### config.mk
export PLATFORM = sky130hd
export DESIGN_NAME = gpio_irq_port
export DESIGN_NICKNAME = d
export VERILOG_FILES = /design/src/rtl/gpio_port_pkg.sv /design/src/rtl/gpio_sync.sv /design/src/rtl/gpio_evt_detect.sv /design/src/rtl/gpio_irq_port.sv
export SDC_FILE = /design/constraint.sdc
export NUM_CORES = 1
export LEC_CHECK = 0
export BUFFER_PORTS_ARGS = -buffer_cell sky130_fd_sc_hd__clkbuf_2
export CAP_MARGIN = 10
export CORE_MARGIN = 5
export CORE_UTILIZATION = 55
export DETAILED_ROUTE_END_ITERATION = 8
export GPL_ROUTABILITY_DRIVEN = 0
export MAX_ROUTING_LAYER = met4
export PLACE_DENSITY = 0.75
export RECOVER_POWER = 25
export SYNTH_ARGS = -nofsm -noshare
export SYNTH_HDL_FRONTEND = slang
export SYNTH_SLANG_ARGS = --single-unit
### constraint.sdc
create_clock -name clk -period 5.4 [get_ports clk]
set_input_delay 0.54 -clock clk [delete_from_list [all_inputs] [get_ports clk]]
set_output_delay 0.54 -clock clk [all_outputs]
set_load 0.01 [all_outputs]
### src/rtl/gpio_port_pkg.sv
package gpio_port_pkg;
    parameter int unsigned PORT_PINS = 32;

    typedef logic [PORT_PINS-1:0] pinvec_t;

    // register byte offsets
    localparam int unsigned OFF_DOUT    = 'h00;
    localparam int unsigned OFF_DIN     = 'h04;
    localparam int unsigned OFF_DIR     = 'h08;
    localparam int unsigned OFF_POL     = 'h18;
    localparam int unsigned OFF_ANYEDGE = 'h1C;
    localparam int unsigned OFF_PEND    = 'h20;
    localparam int unsigned OFF_SENSE   = 'h2C;
    localparam int unsigned OFF_EN_SET  = 'h30;
    localparam int unsigned OFF_EN_CLR  = 'h34;
    localparam int unsigned OFF_OUT_SET = 'h40;
    localparam int unsigned OFF_OUT_CLR = 'h44;
    localparam int unsigned OFF_DIR_SET = 'h48;
    localparam int unsigned OFF_DIR_CLR = 'h4C;

    typedef struct packed {
        pinvec_t dout;
        pinvec_t dir;
        pinvec_t sense_lvl;
        pinvec_t pol_neg;
        pinvec_t any_edge;
        pinvec_t pend;
        pinvec_t en;
        pinvec_t prev;
    } port_state_t;
endpackage

### src/rtl/gpio_sync.sv
module gpio_sync #(
    parameter int unsigned W      = 32,
    parameter int unsigned STAGES = 2
) (
    input  logic         clk,
    input  logic         rst_n,
    input  logic [W-1:0] async_in,
    output logic [W-1:0] sync_out
);
    logic [W-1:0] chain_q [STAGES];

    for (genvar s = 0; s < STAGES; s++) begin : g_stage
        if (s == 0) begin : g_first
            always_ff @(posedge clk or negedge rst_n) begin
                if (!rst_n) chain_q[s] <= '0;
                else        chain_q[s] <= async_in;
            end
        end else begin : g_next
            always_ff @(posedge clk or negedge rst_n) begin
                if (!rst_n) chain_q[s] <= '0;
                else        chain_q[s] <= chain_q[s-1];
            end
        end
    end

    assign sync_out = chain_q[STAGES-1];
endmodule

### src/rtl/gpio_evt_detect.sv
module gpio_evt_detect #(
    parameter int unsigned W = 32
) (
    input  logic [W-1:0] cur,
    input  logic [W-1:0] prev,
    input  logic [W-1:0] sense_lvl,
    input  logic [W-1:0] pol_neg,
    input  logic [W-1:0] any_edge,
    output logic [W-1:0] evt
);
    for (genvar i = 0; i < W; i++) begin : g_pin
        logic rise, fall, lvl_hit, edge_hit;
        always_comb begin
            rise     = cur[i] & ~prev[i];
            fall     = ~cur[i] & prev[i];
            lvl_hit  = pol_neg[i] ? ~cur[i] : cur[i];
            edge_hit = any_edge[i] ? (rise | fall) : (pol_neg[i] ? fall : rise);
            evt[i]   = sense_lvl[i] ? lvl_hit : edge_hit;
        end
    end
endmodule

### src/rtl/gpio_irq_port.sv
module gpio_irq_port
    import gpio_port_pkg::*;
#(
    parameter int unsigned ADDR_W      = 8,
    parameter int unsigned SYNC_STAGES = 2
) (
    input  logic                 clk,
    input  logic                 rst_n,
    input  logic [ADDR_W-1:0]    bus_addr,
    input  logic                 bus_we,
    input  logic [PORT_PINS-1:0] bus_wdata,
    output logic [PORT_PINS-1:0] bus_rdata,
    input  logic [PORT_PINS-1:0] pin_in,
    output logic [PORT_PINS-1:0] pin_out,
    output logic [PORT_PINS-1:0] pin_oe,
    output logic                 irq
);
    localparam logic [ADDR_W-1:0] A_DOUT    = ADDR_W'(OFF_DOUT);
    localparam logic [ADDR_W-1:0] A_DIN     = ADDR_W'(OFF_DIN);
    localparam logic [ADDR_W-1:0] A_DIR     = ADDR_W'(OFF_DIR);
    localparam logic [ADDR_W-1:0] A_POL     = ADDR_W'(OFF_POL);
    localparam logic [ADDR_W-1:0] A_ANYEDGE = ADDR_W'(OFF_ANYEDGE);
    localparam logic [ADDR_W-1:0] A_PEND    = ADDR_W'(OFF_PEND);
    localparam logic [ADDR_W-1:0] A_SENSE   = ADDR_W'(OFF_SENSE);
    localparam logic [ADDR_W-1:0] A_EN_SET  = ADDR_W'(OFF_EN_SET);
    localparam logic [ADDR_W-1:0] A_EN_CLR  = ADDR_W'(OFF_EN_CLR);
    localparam logic [ADDR_W-1:0] A_OUT_SET = ADDR_W'(OFF_OUT_SET);
    localparam logic [ADDR_W-1:0] A_OUT_CLR = ADDR_W'(OFF_OUT_CLR);
    localparam logic [ADDR_W-1:0] A_DIR_SET = ADDR_W'(OFF_DIR_SET);
    localparam logic [ADDR_W-1:0] A_DIR_CLR = ADDR_W'(OFF_DIR_CLR);

    port_state_t q, d;
    pinvec_t     pin_sync;
    pinvec_t     evt;
    pinvec_t     pend_clr;
    pinvec_t     pend_now;

    gpio_sync #(.W(PORT_PINS), .STAGES(SYNC_STAGES)) u_sync (
        .clk      (clk),
        .rst_n    (rst_n),
        .async_in (pin_in),
        .sync_out (pin_sync)
    );

    gpio_evt_detect #(.W(PORT_PINS)) u_detect (
        .cur       (pin_sync),
        .prev      (q.prev),
        .sense_lvl (q.sense_lvl),
        .pol_neg   (q.pol_neg),
        .any_edge  (q.any_edge),
        .evt       (evt)
    );

    // next-state computation
    always_comb begin
        d        = q;
        d.prev   = pin_sync;
        pend_clr = (bus_we && bus_addr == A_PEND) ? bus_wdata : '0;
        // capture has priority over a same-cycle clear
        d.pend   = (q.pend & ~pend_clr) | evt;
        if (bus_we) begin
            case (bus_addr)
                A_DOUT:    d.dout      = bus_wdata;
                A_DIR:     d.dir       = bus_wdata;
                A_POL:     d.pol_neg   = bus_wdata;
                A_ANYEDGE: d.any_edge  = bus_wdata;
                A_SENSE:   d.sense_lvl = bus_wdata;
                A_EN_SET:  d.en        = q.en | bus_wdata;
                A_EN_CLR:  d.en        = q.en & ~bus_wdata;
                A_OUT_SET: d.dout      = q.dout | bus_wdata;
                A_OUT_CLR: d.dout      = q.dout & ~bus_wdata;
                A_DIR_SET: d.dir       = q.dir | bus_wdata;
                A_DIR_CLR: d.dir       = q.dir & ~bus_wdata;
                default:   ;
            endcase
        end
    end

    always_ff @(posedge clk or negedge rst_n) begin
        if (!rst_n) q <= '0;
        else        q <= d;
    end

    // read mux
    always_comb begin
        case (bus_addr)
            A_DOUT:    bus_rdata = q.dout;
            A_DIN:     bus_rdata = pin_sync;
            A_DIR:     bus_rdata = q.dir;
            A_POL:     bus_rdata = q.pol_neg;
            A_ANYEDGE: bus_rdata = q.any_edge;
            A_PEND:    bus_rdata = q.pend;
            A_SENSE:   bus_rdata = q.sense_lvl;
            default:   bus_rdata = '0;
        endcase
    end

    assign pin_out  = q.dout;
    assign pin_oe   = q.dir;
    assign irq      = |(q.pend & q.en);
    assign pend_now = q.pend;
endmodule

==> results.json <==
{
  "grt_pass1_vias": 11700,
  "cts.sinks": 320,
  "ctsResizeCount": 0,
  "synthArstFlopShare_pct": 100,
  "synth_nets": 1542,
  "drt_iter0_drc": 809,
  "worst_pin_slew_ns": 3.03,
  "r2r-end": "pend_now[21]$_DFF_PN0_",
  "reg2reg_depth": 6,
  "cts-htree-levels": 2,
  "antenna_found_initial": 4,
  "post_drt_wl_per_cell_um": 22.5,
  "rsz0062_at_grt": "no",
  "drv_cap": 1,
  "internal_power_mw": 4.21,
  "cts_tree": "built",
  "switching_share_pct": 24.3,
  "numCtsBuffers": 35,
  "drive_above_1_share_pct": 27.2,
  "switching_power_mw": 1.35,
  "synth_area_leaders": "dfrtp_1 50%, mux2_2 10%, ha_1 5.0%, a22o_1 3.6%, buf_4 3.5%",
  "path_max_fanout": 25,
  "vias": 11400,
  "skew_ns": 0.0176,
  "layout.nets": 1601,
  "pwr-share-comb_pct": 9.0,
  "status": "finished, violations left",
  "final_cells": 1875,
  "yosys_warnings": 0,
  "port_buffers": 171,
  "hold_violations": 0,
  "crit_start": "bus_addr[3]",
  "synthCells": 1403,
  "die_h_um": 180,
  "failed_checks": "max-capacitance violations, max-slew violations",
  "cts_setup_buffers": 0,
  "rows": 62,
  "syn_area_um2": 16000,
  "synth_ff_type": "dfrtp_1",
  "cp-end-kind": "output pin",
  "setup_viol": 0,
  "crit_slowest_cell": "nand2_1",
  "yosysTopAreaCell": "dfrtp_1",
  "cp_top_family": "simple AND/OR/NAND/NOR gates",
  "powerDensity_nw_per_um2": 314,
  "ant_nets": 0,
  "rrSetupSlack_ns": 3.90,
  "syn2layout_area_growth_pct": 11.1,
  "die_area_um2": 32500,
  "grtUsageTotal_pct": 26.2,
  "worstPathRequired_ns": 4.86,
  "drt_first_pass_iters": 5,
  "path_class": "input port to output pin",
  "ys_ff_latch": 320,
  "dp_hpwl_um": 27700,
  "critPathCapture": "bus_rdata[11]",
  "final_cell_mix": "320 x dfrtp_1, 170 x clkbuf_2, 141 x mux2_2",
  "leakagePower_nw": 8.37,
  "cts.path.max_buffers": 3,
  "clk_pin_slew_ns": 0.06,
  "cp.depth": 6,
  "min_period_over_period_pct": 74.5,
  "fmax_ghz": 0.249,
  "cts_hold_buf": 0,
  "grt-ovfl-total": 0,
  "start_util_pct": 55.6,
  "worst_slew_margin_rel_pct": -102,
  "clockPowerShare_pct": 43.4,
  "critPathBufInv": 2,
  "crit_arrival_ns": 3.48,
  "reg2reg_from": "u_sync.sync_out[21]$_DFF_PN0_",
  "drc": 0,
  "finalWirelength_um": 42200,
  "clock_latency_ns": 0.51,
  "holdWs_ns": 0.133,
  "seq_power_share_pct": 47.6,
  "fillers": 2298,
  "crit_top_cell": "clkbuf_2",
  "via_per_inst": 6.09,
  "synth_edf_count": 0,
  "ioPinCount": 172,
  "peakVddDrop_uv": 226,
  "yosysSeqAreaShare_pct": 50.2,
  "final_util_pct": 61.7,
  "root_buffer": "clkbuf_16",
  "die_width_um": 180,
  "core_um2": 28700,
  "hold_class": "input port to register",
  "crit_path_max_incr_delay_ns": 0.81,
  "grt_pass1_wl_um": 66300,
  "cp_cell_sequence": "clkbuf_2 -> nor3_1 -> nand2_1 -> o22a_1 -> o211ai_1 -> clkbuf_2",
  "grt_max_degree": 147,
  "layout_commonest_cell": "dfrtp_1",
  "ys_types": 52,
  "startpoint_type": "input port",
  "fin_crit_ns": 4.02,
  "netlist.area_leader.share_pct": 50.2,
  "maxSlewViolCount": 118,
  "dp.cells": 1809,
  "syn_area_per_cell_um2": 11.4,
  "setup_tns_ns": 0
}
==> Yosys cell counts (32+ instances only) <==
library cell,number
a22o_1,65
mux2_2,141
xor2_1,32
clkbuf_1,57
a22oi_1,47
o21ai_0,98
ha_1,64
a21o_1,32
nand2_1,133
buf_4,74
inv_1,65
dfrtp_1,320
==> metrics by stage <==
stage,power [mW],worst slack [ns],instance area (um^2)
floorplan,3.01,2.72,16000
global placement,3.17,1.64,16600
detailed placement,3.19,1.44,16600
CTS,5.60,1.41,17700
global route,5.78,1.33,17700
finish,5.57,1.38,17700
==> state kept, by name, indices dropped and copies added, names as in the netlist, named ones only <==
| signal | count |
|---|---|
| q | 128 |
| pin_out | 32 |
| pend_now | 32 |
| u_sync.sync_out | 32 |
| u_sync.chain_q | 32 |
| pin_oe | 32 |
==> final cells by class <==
type | count | area [um^2] | share of cell area, %
Sequential cell | 320 | 8010 | 45.2
Multi-Input combinational cell | 849 | 6780 | 38.3
Timing Repair Buffer | 190 | 1020 | 5.77
Clock buffer | 46 | 977 | 5.52
Tap cell | 384 | 480 | 2.71
Inverter | 66 | 248 | 1.40
Clock inverter | 16 | 191 | 1.08
Antenna cell | 4 | 10.0 | 0.0565
==> power groups by stage <==
| stage | Clock, mW | Sequential, mW | Combinational (mW) |
|---|---|---|---|
| after global routing | 2.56 | 2.66 | 0.558 |
| after global placement | 0 | 2.68 | 0.486 |
| after floorplan | 0 | 2.65 | 0.357 |
| after CTS | 2.45 | 2.65 | 0.507 |
| final | 2.42 | 2.65 | 0.501 |
| after detailed placement | 0 | 2.69 | 0.502 |
==> worst min-delay path by stage <==
stage,startpoint,endpoint,slack [ns],cells after the start
2_1_floorplan,rst_n,asynchronous set/reset pin,0.24,0
3_3_place_gp,u_sync.chain_q[62]$_DFF_PN0_,u_sync.sync_out[30]$_DFF_PN0_,0.33,0
3_5_place_dp,u_sync.chain_q[55]$_DFF_PN0_,u_sync.sync_out[23]$_DFF_PN0_,0.33,0
4_1_cts,pin_in[10],u_sync.chain_q[42]$_DFF_PN0_,0.12,1
5_1_grt,pin_in[12],u_sync.chain_q[44]$_DFF_PN0_,0.12,1
6_report,pin_in[18],u_sync.chain_q[50]$_DFF_PN0_,0.13,1
==> kinds of logic (layout without fill, tap and decap cells) <==
| logic type | count (synthesis) | count (layout) | share of synthesized area, % |
|---|---|---|---|
| muxes | 191 | 191 | 13.2 |
| xor gates and xnor gates | 32 | 32 | 1.76 |
| AOI/OAI and AO/OA | 370 | 370 | 16.1 |
| other | 0 | 4 | 0 |
| DFF | 320 | 320 | 50.2 |
| buffers and inverters | 234 | 318 | 7.69 |
| and+or+nand+nor | 192 | 192 | 5.96 |
| adders and majority gates | 64 | 64 | 5.02 |
==> per-layer routing <==
layer	vias to the layer above	share of wire, %	routed length (um)	global-route usage [%]
met5	-	0	0	-
met4	0	4.1	1710	9.89
met3	105	5.7	2390	4.04
met2	405	49	20600	42.3
met1	5813	41	17500	33.8
li1	5087	-	-	-
(Power assumes the default switching activity.)
